<file path="src/rtl/opcu_pkg.sv">
package opcu_pkg;
  localparam int unsigned OPW = 3;

  localparam logic [OPW-1:0] OP_NOP  = 3'd0;
  localparam logic [OPW-1:0] OP_ADD  = 3'd1;
  localparam logic [OPW-1:0] OP_SUB  = 3'd2;
  localparam logic [OPW-1:0] OP_AND  = 3'd3;
  localparam logic [OPW-1:0] OP_XOR  = 3'd4;
  localparam logic [OPW-1:0] OP_SEXT = 3'd5;

  typedef enum logic [1:0] {
    S_IDLE  = 2'd0,
    S_READ  = 2'd1,
    S_RES   = 2'd2,
    S_WRITE = 2'd3
  } cu_state_e;
endpackage

</file>
<file path="src/rtl/opcu_rd_port.sv">
module opcu_rd_port #(
  parameter int unsigned DW = 16
) (
  input  logic          clk,
  input  logic          rst_n,
  input  logic          start,
  input  logic          active,
  input  logic          skip,
  input  logic          go,
  input  logic [DW-1:0] din,
  output logic          req,
  output logic          done,
  output logic [DW-1:0] dq
);
  logic          pend_q;
  logic [DW-1:0] data_q;

  assign req  = active & pend_q & ~skip;
  assign done = ~pend_q | skip;
  assign dq   = data_q;

  always_ff @(posedge clk) begin
    if (!rst_n) begin
      pend_q <= 1'b0;
      data_q <= '0;
    end else if (start) begin
      pend_q <= 1'b1;
      data_q <= '0;
    end else if (go && req) begin
      pend_q <= 1'b0;
      data_q <= din;
    end
  end

  // release is gone the cycle after its go is taken
  a_r2_rel_drop: assert property (@(posedge clk) disable iff (!rst_n)
    (go && req) |=> !req);

  // a pending read waits as long as no go arrives
  a_r9_wait: assert property (@(posedge clk) disable iff (!rst_n)
    (pend_q && !go && !start) |=> pend_q);
endmodule

</file>
<file path="src/rtl/opcu_alu.sv">
module opcu_alu
  import opcu_pkg::*;
#(
  parameter int unsigned DW = 16
) (
  input  logic           clk,
  input  logic           rst_n,
  input  logic           in_valid,
  output logic           in_ready,
  input  logic [OPW-1:0] op,
  input  logic           inv,
  input  logic [DW-1:0]  a,
  input  logic [DW-1:0]  b,
  output logic           out_valid,
  input  logic           out_ready,
  output logic [DW-1:0]  out_data
);
  localparam int unsigned HB = DW / 2;

  logic          ov_q;
  logic [DW-1:0] od_q;
  logic [DW-1:0] a2;
  logic [DW-1:0] f;

  assign a2 = inv ? ~a : a;

  always_comb begin
    case (op)
      OP_ADD:  f = a2 + b;
      OP_SUB:  f = a2 - b;
      OP_AND:  f = a2 & b;
      OP_XOR:  f = a2 ^ b;
      OP_SEXT: f = {{(DW-HB){a2[HB-1]}}, a2[HB-1:0]};
      default: f = '0;
    endcase
  end

  assign in_ready  = ~ov_q | out_ready;
  assign out_valid = ov_q;
  assign out_data  = od_q;

  always_ff @(posedge clk) begin
    if (!rst_n) begin
      ov_q <= 1'b0;
      od_q <= '0;
    end else if (in_valid && in_ready) begin
      ov_q <= 1'b1;
      od_q <= f;
    end else if (out_ready) begin
      ov_q <= 1'b0;
    end
  end

  // a stalled result is held
  a_r10_alu_hold: assert property (@(posedge clk) disable iff (!rst_n)
    (out_valid && !out_ready) |=> (out_valid && $stable(out_data)));
endmodule

</file>
<file path="src/rtl/masked_opcu.sv">
module masked_opcu
  import opcu_pkg::*;
#(
  parameter int unsigned DW = 16
) (
  input  logic           clk,
  input  logic           rst_n,
  input  logic           issue_i,
  input  logic [2:0]     op_i,
  input  logic           inv_i,
  input  logic [DW-1:0]  imm_i,
  input  logic           imm_ok_i,
  input  logic           zero_a_i,
  output logic           busy_o,
  input  logic [1:0]     rd_mask_i,
  output logic [1:0]     rd_req_o,
  input  logic [1:0]     rd_go_i,
  input  logic [DW-1:0]  src_a_i,
  input  logic [DW-1:0]  src_b_i,
  output logic           wr_req_o,
  input  logic           wr_go_i,
  output logic           wr_skip_o,
  output logic [DW-1:0]  res_o
);
  localparam int unsigned NRD = 2;

  cu_state_e      state_q;
  logic [OPW-1:0] op_q;
  logic           inv_q, imm_ok_q, zero_a_q;
  logic [DW-1:0]  imm_q, res_q;

  logic                    start, nop_q, all_done;
  logic [NRD-1:0]          forced, skip, done;
  logic [NRD-1:0][DW-1:0]  src_in, dq;
  logic [DW-1:0]           opa, opb, alu_out;
  logic                    alu_iv, alu_ir, alu_ov, alu_or;

  assign start    = (state_q == S_IDLE) && issue_i;
  assign nop_q    = (op_q == OP_NOP);
  assign forced   = {nop_q | imm_ok_q, nop_q | zero_a_q};
  assign skip     = rd_mask_i | forced;
  assign src_in   = {src_b_i, src_a_i};
  assign all_done = &done;

  for (genvar p = 0; p < NRD; p++) begin : g_port
    opcu_rd_port #(.DW(DW)) u_port (
      .clk    (clk),
      .rst_n  (rst_n),
      .start  (start),
      .active (state_q == S_READ),
      .skip   (skip[p]),
      .go     (rd_go_i[p]),
      .din    (src_in[p]),
      .req    (rd_req_o[p]),
      .done   (done[p]),
      .dq     (dq[p])
    );

    // a masked port never raises its release
    a_r3_mask_quiet: assert property (@(posedge clk) disable iff (!rst_n)
      rd_mask_i[p] |-> !rd_req_o[p]);
  end

  assign opa = skip[0] ? '0 : dq[0];
  assign opb = rd_mask_i[1] ? '0 : (imm_ok_q ? imm_q : (nop_q ? '0 : dq[1]));

  assign alu_iv = (state_q == S_READ) && all_done;
  assign alu_or = (state_q == S_RES);

  opcu_alu #(.DW(DW)) u_alu (
    .clk       (clk),
    .rst_n     (rst_n),
    .in_valid  (alu_iv),
    .in_ready  (alu_ir),
    .op        (op_q),
    .inv       (inv_q),
    .a         (opa),
    .b         (opb),
    .out_valid (alu_ov),
    .out_ready (alu_or),
    .out_data  (alu_out)
  );

  always_ff @(posedge clk) begin
    if (!rst_n) begin
      state_q  <= S_IDLE;
      op_q     <= OP_NOP;
      inv_q    <= 1'b0;
      imm_q    <= '0;
      imm_ok_q <= 1'b0;
      zero_a_q <= 1'b0;
      res_q    <= '0;
    end else begin
      case (state_q)
        S_IDLE: if (issue_i) begin
          op_q     <= op_i;
          inv_q    <= inv_i;
          imm_q    <= imm_i;
          imm_ok_q <= imm_ok_i;
          zero_a_q <= zero_a_i;
          state_q  <= S_READ;
        end
        S_READ: if (alu_iv && alu_ir) state_q <= S_RES;
        S_RES: if (alu_ov) begin
          res_q   <= alu_out;
          state_q <= nop_q ? S_IDLE : S_WRITE;
        end
        S_WRITE: if (wr_go_i) state_q <= S_IDLE;
        default: state_q <= S_IDLE;
      endcase
    end
  end

  assign busy_o    = (state_q != S_IDLE);
  assign wr_req_o  = (state_q == S_WRITE);
  assign wr_skip_o = busy_o && nop_q;
  assign res_o     = res_q;

  // a skipped write never raises the write release
  a_r7_no_write: assert property (@(posedge clk) disable iff (!rst_n)
    wr_skip_o |-> !wr_req_o);

  // write release and result hold until write go
  a_r10_wr_hold: assert property (@(posedge clk) disable iff (!rst_n)
    (wr_req_o && !wr_go_i) |=> (wr_req_o && $stable(res_o)));

  // busy ends the cycle after the write go
  a_r11_busy_drop: assert property (@(posedge clk) disable iff (!rst_n)
    (wr_req_o && wr_go_i) |=> !busy_o);

  // the latched operation does not change while busy
  a_r8_op_kept: assert property (@(posedge clk) disable iff (!rst_n)
    busy_o |=> (!busy_o || $stable(op_q)));
endmodule

</file>
<file path="config.mk">
export PLATFORM = sky130hd
export DESIGN_NAME = masked_opcu
export DESIGN_NICKNAME = d
export VERILOG_FILES = /design/src/rtl/opcu_pkg.sv /design/src/rtl/opcu_rd_port.sv /design/src/rtl/opcu_alu.sv /design/src/rtl/masked_opcu.sv
export SDC_FILE = /design/constraint.sdc
export NUM_CORES = 1
export LEC_CHECK = 0
export ABC_AREA = 1
export BUFFER_PORTS_ARGS = -buffer_cell sky130_fd_sc_hd__clkbuf_2
export CAP_MARGIN = 30
export CELL_PAD_IN_SITES_DETAIL_PLACEMENT = 1
export CELL_PAD_IN_SITES_GLOBAL_PLACEMENT = 1
export CORE_UTILIZATION = 35
export CTS_CLUSTER_SIZE = 25
export DETAILED_ROUTE_END_ITERATION = 10
export PLACE_DENSITY = 0.79
export SETUP_SLACK_MARGIN = 0.02
export SYNTH_ARGS = -nofsm -noshare
export SYNTH_HDL_FRONTEND = slang
export SYNTH_HIERARCHICAL = 1
export SYNTH_SLANG_ARGS = --single-unit
</file>
<file path="constraint.sdc">
create_clock -name clk -period 4.42 [get_ports clk]
set_input_delay 0.663 -clock clk [delete_from_list [all_inputs] [get_ports clk]]
set_output_delay 0.663 -clock clk [all_outputs]
set_load 0.005 [all_outputs]
</file>
== Word-level counts from Yosys, hierarchy flattened ==
Index checks and enable logic that the tools add are counted.
Word-level totals
  bits in latches: 0
  word-level logic and storage cells: 81
  memories kept: 0
  output and inout port bits: 21
  register bits after elaboration: 91
  ROM bits: 0
  input bits: 62
  memory bits (writable): 0
Operators by class
  shift operators: 0
  bitwise operators: 19
  eq/ne operators: 12
  div/mod/pow operators: 0
  magnitude comparators: 0
  multiply operators: 0
  reduce and logical (&&, ||, !) cells: 17
  $add $sub $neg: 2
  multiplexer cells: 18
Operators with widths (count)
  $mux 16: 5
  $pmux 16 s5: 1
  $add 16x16->16: 1
  $and 16x16->16: 1
  $not 16->16: 1
  $sub 16x16->16: 1
  $xor 16x16->16: 1
  $mux 2: 5
  $pmux 2 s4: 1
  $reduce_bool 2->1: 4
  $eq 3x2->1 const B: 2
  $eq 3x3->1 const B: 2
  $logic_and 1x1->1: 6
  $mux 1: 6
  $ne 2x2->1 const B: 3
  $not 1->1: 6
  $reduce_and 2->1: 3
  $or 1x1->1: 5
  $and 1x1->1: 4
  $eq 2x2->1 const B: 2
  $reduce_and 4->1: 1
  $eq 3x1->1 const B: 1
  $logic_not 3->1: 1
  $eq 2x1->1 const B: 1
  4 further kinds: 4

== Longest topological paths before layout ==
Gate-level depths: netlist (run 1).
  word-level depth: 9
  gate-level depth with buffers: 28

== Hierarchy ==
Netlist (run 1), hierarchy kept.
By module, submodules not included
  opcu_alu: seq. area each 340.3 um^2, cells each 411, times used 1, area each 2563.7 um^2
  masked_opcu: seq. area each 800.8 um^2, cells each 299, times used 1, area each 2033.2 um^2
  opcu_rd_port: seq. area each 340.3 um^2, cells each 111, times used 2, area each 732.0 um^2

== Worst setup path after synthesis (run 1) ==
Ideal clock, no wire load.
  kind: input-to-reg
  start: in rd_mask_i[1]
  end: reg u_alu.od_q[15], in the netlist u_alu/out_data[15]
  setup slack: 1.192 ns
  stages on the path: 24
  arrival time: 3.098 ns
  buffers on the path: 0
  setup time: 0.131 ns
  cell sequence: nor2_2 nand3_1 o21ai_0 inv_1 ha_1 inv_1 nor2_1 nand3b_1 nor3_2 nand2_1 o21ai_0 xnor2_1 inv_1 ha_1 nand2_1 inv_1 a21oi_1 nand2_1 a21oi_1 nand3_1 nand3_1 nand2_1 nand2_1 a21oi_2
On the way
  elaborated cells on any way between the ends: 11
  those cells by class: add/sub: 2; mux: 2; bitwise: 4; reduce/logical: 3
RTL lines
  start, declared: line masked_opcu.sv:15  | input logic [1:0] rd_mask_i,
  $mux 16 *: line masked_opcu.sv:65  | assign opb = rd_mask_i[1] ? '0 : (imm_ok_q ? imm_q : (nop_q ? '0 : dq[1]));
  named net opb[0]: line masked_opcu.sv:35  | logic [DW-1:0] opa, opb, alu_out;
  $sub 16x16->16 / $add 16x16->16 (equally long branches): line opcu_alu.sv:30, opcu_alu.sv:29
  $pmux 16 s5 *: line opcu_alu.sv:28  | case (op)
  end signal, assigned: line opcu_alu.sv:45  | od_q <= '0;
  end signal, assigned: line opcu_alu.sv:48  | od_q <= f;
  end, declared: line opcu_alu.sv:21  | logic [DW-1:0] od_q;
The timed path passes the listed nets; every way through them passes the cells marked *.
A chain may end at the register's enable or synchronous reset.

== Worst setup path in the final report (run 1) ==
  start: reg imm_ok_q
  end: reg u_alu.od_q[14], in the netlist u_alu/out_data[14]
On the way
  elaborated cells on any way between the ends: 13
  those cells by class: add/sub: 2; mux: 3; bitwise: 5; reduce/logical: 3
RTL lines
  start, declared: line masked_opcu.sv:29  | logic inv_q, imm_ok_q, zero_a_q;
  start signal, assigned: line masked_opcu.sv:99  | imm_ok_q <= imm_ok_i;
  $mux 16 * (2 in series): line masked_opcu.sv:65
  named net opb[1]: line masked_opcu.sv:35
  $sub 16x16->16 / $add 16x16->16 (equally long branches): line opcu_alu.sv:30, opcu_alu.sv:29
  $pmux 16 s5 *: line opcu_alu.sv:28
Marks and branches as above.

==> flow_summary.yaml, run 1 <==
status:
  outcome: "completed"
final_layout:
  layout_common_cells: "nand2_1 (257), nor2_1 (153), inv_1 (111)"
  final_common_cell: "nand2_1"
  antenna_cells: 0
  drive_gt1_share_pct: 14.10
  nets: 1093
  areaGrowthSynthToFinish_pct: 13.50
  fillCellCount: 2227
  fin_cells: 1220
cts:
  htreeDepth: 3
  cts_buffer_depth: 2
  cts_root_buffer: "clkbuf_16"
  cts_tree: "yes"
  worstSkewPairLatency_ps: 350
  cts-buffers-inserted: 9
  postCtsHoldBufs: 0
  path_clk_slew_ps: 70
  cts_sinks: 91
sta:
  worst_pin_slew_ps: 861.7
  period_minus_slack_ps: 3951
  finClkSkew_ps: 7.871
  finalCritPeriodShare_pct: 89.39
  timing.fmax_mhz: 253.1
  hold_violations: 0
  setup_viol: 0
  rsz0062_at_grt: "false"
  slew_viol_final: 0
  final.setup.tns_ps: 0
  relSlewSlack_pct: 42.47
routing:
  drt-initial-drc-count: 291
  post_drt_wl_per_cell_um: 14.98
  vias: 5992
  vias_per_cell: 4.911
  ant_nets: 0
  wirelength_um: 18280
  post-route-drc-count: 0
  firstDrtPassIters: 5
logic_synthesis:
  syn_area_um2: 6061
  async_flop_share_pct: 0
  synth_nets: 1030
  ys_ff_latch: 91
  synth-main-ff-cell: "dfxtp_1"
  postSynthAreaPerCell_um2: 6.503
  ys_seq_area_share_pct: 30.06
  netlist_instances: 932
  synth_edf_count: 0
  ys_types: 39
  yosysWarnings: 6
setup_path:
  cp_top_family: "simple AND/OR/NAND/NOR gates"
  cp_num_buf_inv: 4
  worstSetupPathType: "flip-flop to flip-flop"
  start_kind: "flip-flop"
  worstPathRequired_ps: 4690
  cpPeakStageDelay_ps: 540
  end_kind: "flip-flop"
  critical_path_peak_fanout: 11
  crit_slowest_cell: "dfxtp_1"
  crit_arrival_ps: 4220
  crit_top_cell: "nand2_1"
power:
  totalPowerFinal_mw: 3.909
  power_density_nw_per_um2: 568.3
  leakagePower_nw: 3.447
  ir_worst_vdd_mv: 0.2848
place:
  routabilityCongestion: 0.8545
  dp.cells: 1204
  dp_hpwl_um: 14000
  port_buffers: 82
global_route:
  grt_pass1_vias: 6156
  grt_antenna_before_repair: 0
  grt_pass1_wl_um: 30210
  grt_overflow_total: 0
  grt_max_degree: 34
  track_usage_pct: 21.50
floorplanning:
  die_area_um2: 17850
  coreArea_um2: 16760
  initial_core_util_pct: 36.16
  die_y_um: 133.6
  die_x_um: 133.6
  ios: 83
  core.rowCount: 47
job:
  max_cap_violations: 0
hold_path:
  worstHoldPathType: "flip-flop to flip-flop"
-- stage by stage --
stage	setup WS (ps)	cell area [µm²]	hold slack, ps	utilization [%]
2_1_floorplan	1192	6061	443.5	-
3_3_place_gp	533.0	6529	452.0	38.95
3_5_place_dp	419.8	6529	453.2	38.95
4_1_cts	386.6	6877	464.4	41.03
5_1_grt	125.1	6879	484.3	41.05
6_report	468.9	6879	460.8	41.05
-- where the power goes --
group / internal [mW] / switching, mW
Combinational: 0.629 / 1.33
Clock: 0.558 / 0.345
Sequential: 0.927 / 0.124
Total: 2.11 / 1.80
-- final cells by class --
cell class,count,area [µm²],share of cell area [%]
sequential,91,1822,26.48
multi-input combinational,689,3541,51.47
timing repair buffer,88,455.4,6.621
inverter,116,437.9,6.366
clock inverter,7,122.6,1.782
tap,220,275.3,4.001
clock buffer,9,225.2,3.274
-- kinds of logic after synthesis --
kind of cell               count (synthesis)  share of synthesized area (%)
and+or+nand+nor                          500                          34.99
adders and majority gates                 36                          7.556
xor gates and xnor gates                  28                          4.046
DFF                                       91                          30.06
buffers and inverters                    152                          11.56
AOI/OAI and AO/OA                        125                          11.79
-- Yosys cell counts (4+ instances only) --
cell	count	area, µm²
buf_2	14	70.07
nand3_2	9	90.09
inv_1	111	416.7
xor2_1	23	201.4
nand2_1	258	968.4
a22oi_1	7	52.55
a221oi_1	7	61.31
a21oi_1	46	230.2
nor2_2	7	43.79
nand3_1	53	265.3
dfxtp_1	91	1822
nor2_1	153	574.3
buf_4	5	37.54
ha_1	35	437.9
or2_2	6	37.54
nand3b_1	6	45.04
o21ai_2	4	35.03
clkbuf_1	6	22.52
buf_6	10	112.6
xnor2_1	5	43.79
o21ai_0	50	250.2
-- sequential cells by signal, indices dropped and copies added (netlist names), 2 cells and up --
name	cells
state_q	2
res_o	16
g_port.u_port/pend_q	2
imm_q	16
op_q	3
g_port.u_port/dq	32
u_alu/out_data	16
-- path summary, 6_finish.rpt --
check | start | to | slack [ps] | cells after the start
worst min-delay path | res_o[3] | res_o[3] | 460 | 2
worst max register to register | imm_ok_q | u_alu/out_data[14] | 470 | 25
worst min register to register | res_o[3] | res_o[3] | 460 | 2
worst max-delay path | imm_ok_q | u_alu/out_data[14] | 470 | 25
-- per-layer routing --
| layer | wire [µm] | track usage (%) | vias to the layer above |
|---|---|---|---|
| met4 | 374 | 6.881 | 0 |
| met2 | 8713 | 37.30 | 96 |
| met1 | 8577 | 27.48 | 2821 |
| li1 | - | - | 3054 |
| met5 | 0 | 0 | - |
| met3 | 611 | 2.778 | 21 |
-- repair_timing --
action | in CTS | in global routing
gates resized for setup | 0 | 1
endpoints found under the setup margin | 0 | 3
endpoints found under the hold margin | 0 | 0
buffers inserted | 0 | 0
-- worst reg2reg max path, cell delays in order, from the launching register on --
cell      delay (ps)
dfxtp_1          540
buf_4            260
nand2_1           70
o21ai_0          430
inv_1            140
ha_1             210
inv_1             70
nor2_1            60
nand3b_1         160
nor3_2            60
nand2_1          150
nand2_1           80
xor2_1           160
inv_1             70
ha_1             370
nand2_1          120
nor2_1           190
and2_1           150
nand2_1           90
nand2_1           80
nand2_1           50
nand2_1           60
nand2_1           50
nand2_1           90
nand2_1           60
a21oi_1          130
(Power assumes the default switching activity.)
==> inputs of run 2 (changes only) <==
--- a/config.mk
+++ b/config.mk
@@ -17,5 +17,4 @@
 export SETUP_SLACK_MARGIN = 0.02
 export SYNTH_ARGS = -nofsm -noshare
 export SYNTH_HDL_FRONTEND = slang
-export SYNTH_HIERARCHICAL = 1
 export SYNTH_SLANG_ARGS = --single-unit
==> run 2 against run 1 <==
Count of clock-buffer cells in the layout rose by 2. Hold slack worse by 4.4 ps. Core utilization grew 0.15 points. Total power fell by 13%. Flip-flop and latch count did not move. Wire length is 11% lower. Worst setup slack improved by 170 ps. Die area decreased by 5.6%. Combinational power shrank 16%. Fmax grew 4.4%.
==> flow_summary.yaml, run 2 <==
setup_path:
  crit_slowest_cell: "dfxtp_1"
  worstSetupPathType: "flip-flop to flip-flop"
  cpPeakStageDelay_ps: 430
  crit_arrival_ps: 4060
  end_kind: "flip-flop"
  start_kind: "flip-flop"
  critical_path_peak_fanout: 19
  crit_top_cell: "nand2_1"
  worstPathRequired_ps: 4700
power:
  power_density_nw_per_um2: 520.6
  clockPowerShare_pct: 22.7
  ir_worst_vdd_mv: 0.1869
  sw_frac_of_total_pct: 44.22
  p_seq_share_pct: 29.1
  internal-power_mw: 1.907
  p_comb_share_pct: 48.2
  leakagePower_nw: 3.148
  power.switching_mw: 1.512
cts:
  cts-buffers-inserted: 9
  cts_root_buffer: "clkbuf_16"
  path_clk_slew_ps: 70
  worstSkewPairLatency_ps: 350
  cts_tree: "yes"
  cts_sinks: 91
  cts_buffer_depth: 2
  postCtsHoldBufs: 0
  post_cts_buffers: 0
  ctsResizeCount: 0
  htreeDepth: 3
floorplanning:
  die_y_um: 129.8
  coreArea_um2: 15940
  core.rowCount: 46
  initial_core_util_pct: 35.86
  die_x_um: 129.8
  ios: 83
  die_area_um2: 16850
sta:
  worst_pin_slew_ps: 936.9
  relSlewSlack_pct: 37.47
  final.setup.tns_ps: 0
  finClkSkew_ps: 9.547
  rsz0062_at_grt: "false"
  period_minus_slack_ps: 3785
  slew_viol_final: 0
  timing.fmax_mhz: 264.2
  hold_slack_ps: 456.4
  hold_violations: 0
  finalCritPeriodShare_pct: 85.63
  setup_viol: 0
final_layout:
  areaGrowthSynthToFinish_pct: 14.88
  nets: 1016
  drive_gt1_share_pct: 16.49
  layout_common_cells: "nand2_1 (223), nor2_1 (97), dfxtp_1 (91)"
  largest_reg_flops: 32
  fillCellCount: 2117
  antenna_cells: 0
  final_common_cell: "nand2_1"
routing:
  drt-initial-drc-count: 250
  wirelength_um: 16270
  post_drt_wl_per_cell_um: 14.29
  vias_per_cell: 4.887
  vias: 5561
  post-route-drc-count: 0
  firstDrtPassIters: 6
  ant_nets: 0
logic_synthesis:
  netlist_instances: 852
  async_flop_share_pct: 0
  ys_seq_area_share_pct: 31.87
  synth-main-ff-cell: "dfxtp_1"
  synth_area_leaders: "dfxtp_1 (32%), nand2_1 (15%), ha_1 (7.7%)"
  syn_area_um2: 5717
  ys_ff_latch: 91
  yosysMostFrequentCell: "nand2_1"
  postSynthAreaPerCell_um2: 6.710
  synth_area_leader_cell: "dfxtp_1"
  synth.top_cell.area_share_pct: 31.87
  synthTopCellsByCount: "nand2_1 (223), nor2_1 (97), dfxtp_1 (91)"
  yosysWarnings: 0
  synth_nets: 950
  ys_types: 41
  synth_edf_count: 0
global_route:
  grt_max_degree: 36
  track_usage_pct: 20.54
  grt_pass1_vias: 5554
  grt_overflow_total: 0
  grt_pass1_wl_um: 27030
  grt_antenna_before_repair: 0
status:
  outcome: "completed"
hold_path:
  worstHoldPathType: "flip-flop to flip-flop"
job:
  max_cap_violations: 0
place:
  port_buffers: 82
  routabilityCongestion: 0.9036
  dp_hpwl_um: 12540
## run 2: cell count changes after synthesis, sizes merged, moves of 8 or more
cell / change
nor2: -60
clkbuf: +13
nand4: +9
inv: -21
nand2: -19
a21oi: +26
buf: -15
nand3: -8
## run 2: layout make-up
type / count / area (µm²) / share of cell area (%)
clock buffers: 11 / 242.7 / 3.696
multi-input cells: 630 / 3351 / 51.02
repair buffers: 89 / 466.7 / 7.106
inverters: 97 / 364.1 / 5.544
well taps: 216 / 270.3 / 4.115
flip-flops and latches: 91 / 1822 / 27.74
clock inverters: 4 / 51.30 / 0.7811
## run 2: per-stage QoR
| step | instance area (µm²) | instances | total power [mW] | setup WS, ps | utilization, % |
|---|---|---|---|---|---|
| after CTS | 6568 | 1138 | 3.437 | 641.2 | 41.19 |
| final | 6568 | 1138 | 3.419 | 635.1 | 41.19 |
| after global routing | 6568 | 1138 | 3.704 | 256.8 | 41.19 |
| after floorplan | 5717 | 852 | 2.250 | 1341 | - |
| after global placement | 6262 | 1122 | 2.612 | 564.6 | 39.28 |
| after detailed placement | 6274 | 1123 | 2.648 | 469.7 | 39.35 |
## run 2: layer usage
metal,global-route usage [%],part of all wire [%],vias to the layer above
met1,25.42,46,2601
met5,0,0,-
met4,7.045,2.1,0
met2,36.24,49,80
li1,-,-,2859
met3,3.116,2.6,21
## run 2: path summary, 6_finish.rpt
kind              slack, ps  cells past startpoint                 endpoint                    start
hold / removal          460                      2  g_port[0].u_port.dq[11]  g_port[0].u_port.dq[11]
setup / recovery        640                     25       u_alu.out_data[14]                  op_q[0]
setup reg to reg        640                     25       u_alu.out_data[14]                  op_q[0]
hold reg to reg         460                      2  g_port[0].u_port.dq[11]  g_port[0].u_port.dq[11]
## run 2: cell families (layout without fill, tap and decap cells)
logic type	count (synthesis)	in the layout	share of synthesized area, %
simple gates	415	415	31.45
flops	91	91	31.87
buf+inv	131	201	9.521
compound gates	148	148	14.14
xor+xnor	31	31	5.012
fa+ha+maj	36	36	8.011
## run 2: critical path: cells and delay by family (launching register included)
family                     cells  cell delay (ps)
AOI/OAI and AO/OA              4              700
xor gates and xnor gates       1              130
adders and majority gates      2              560
buffers and inverters          2              130
DFF                            1              430
and+or+nand+nor               16             1740
## run 2: power groups by stage
| stage | clock (mW) | sequential, mW | combinational, mW |
|---|---|---|---|
| after global routing | 0.819 | 1.01 | 1.88 |
| after global placement | 0 | 1.01 | 1.60 |
| final | 0.776 | 0.994 | 1.65 |
| after CTS | 0.785 | 0.995 | 1.66 |
| after detailed placement | 0 | 1.01 | 1.64 |
| after floorplan | 0 | 0.975 | 1.27 |
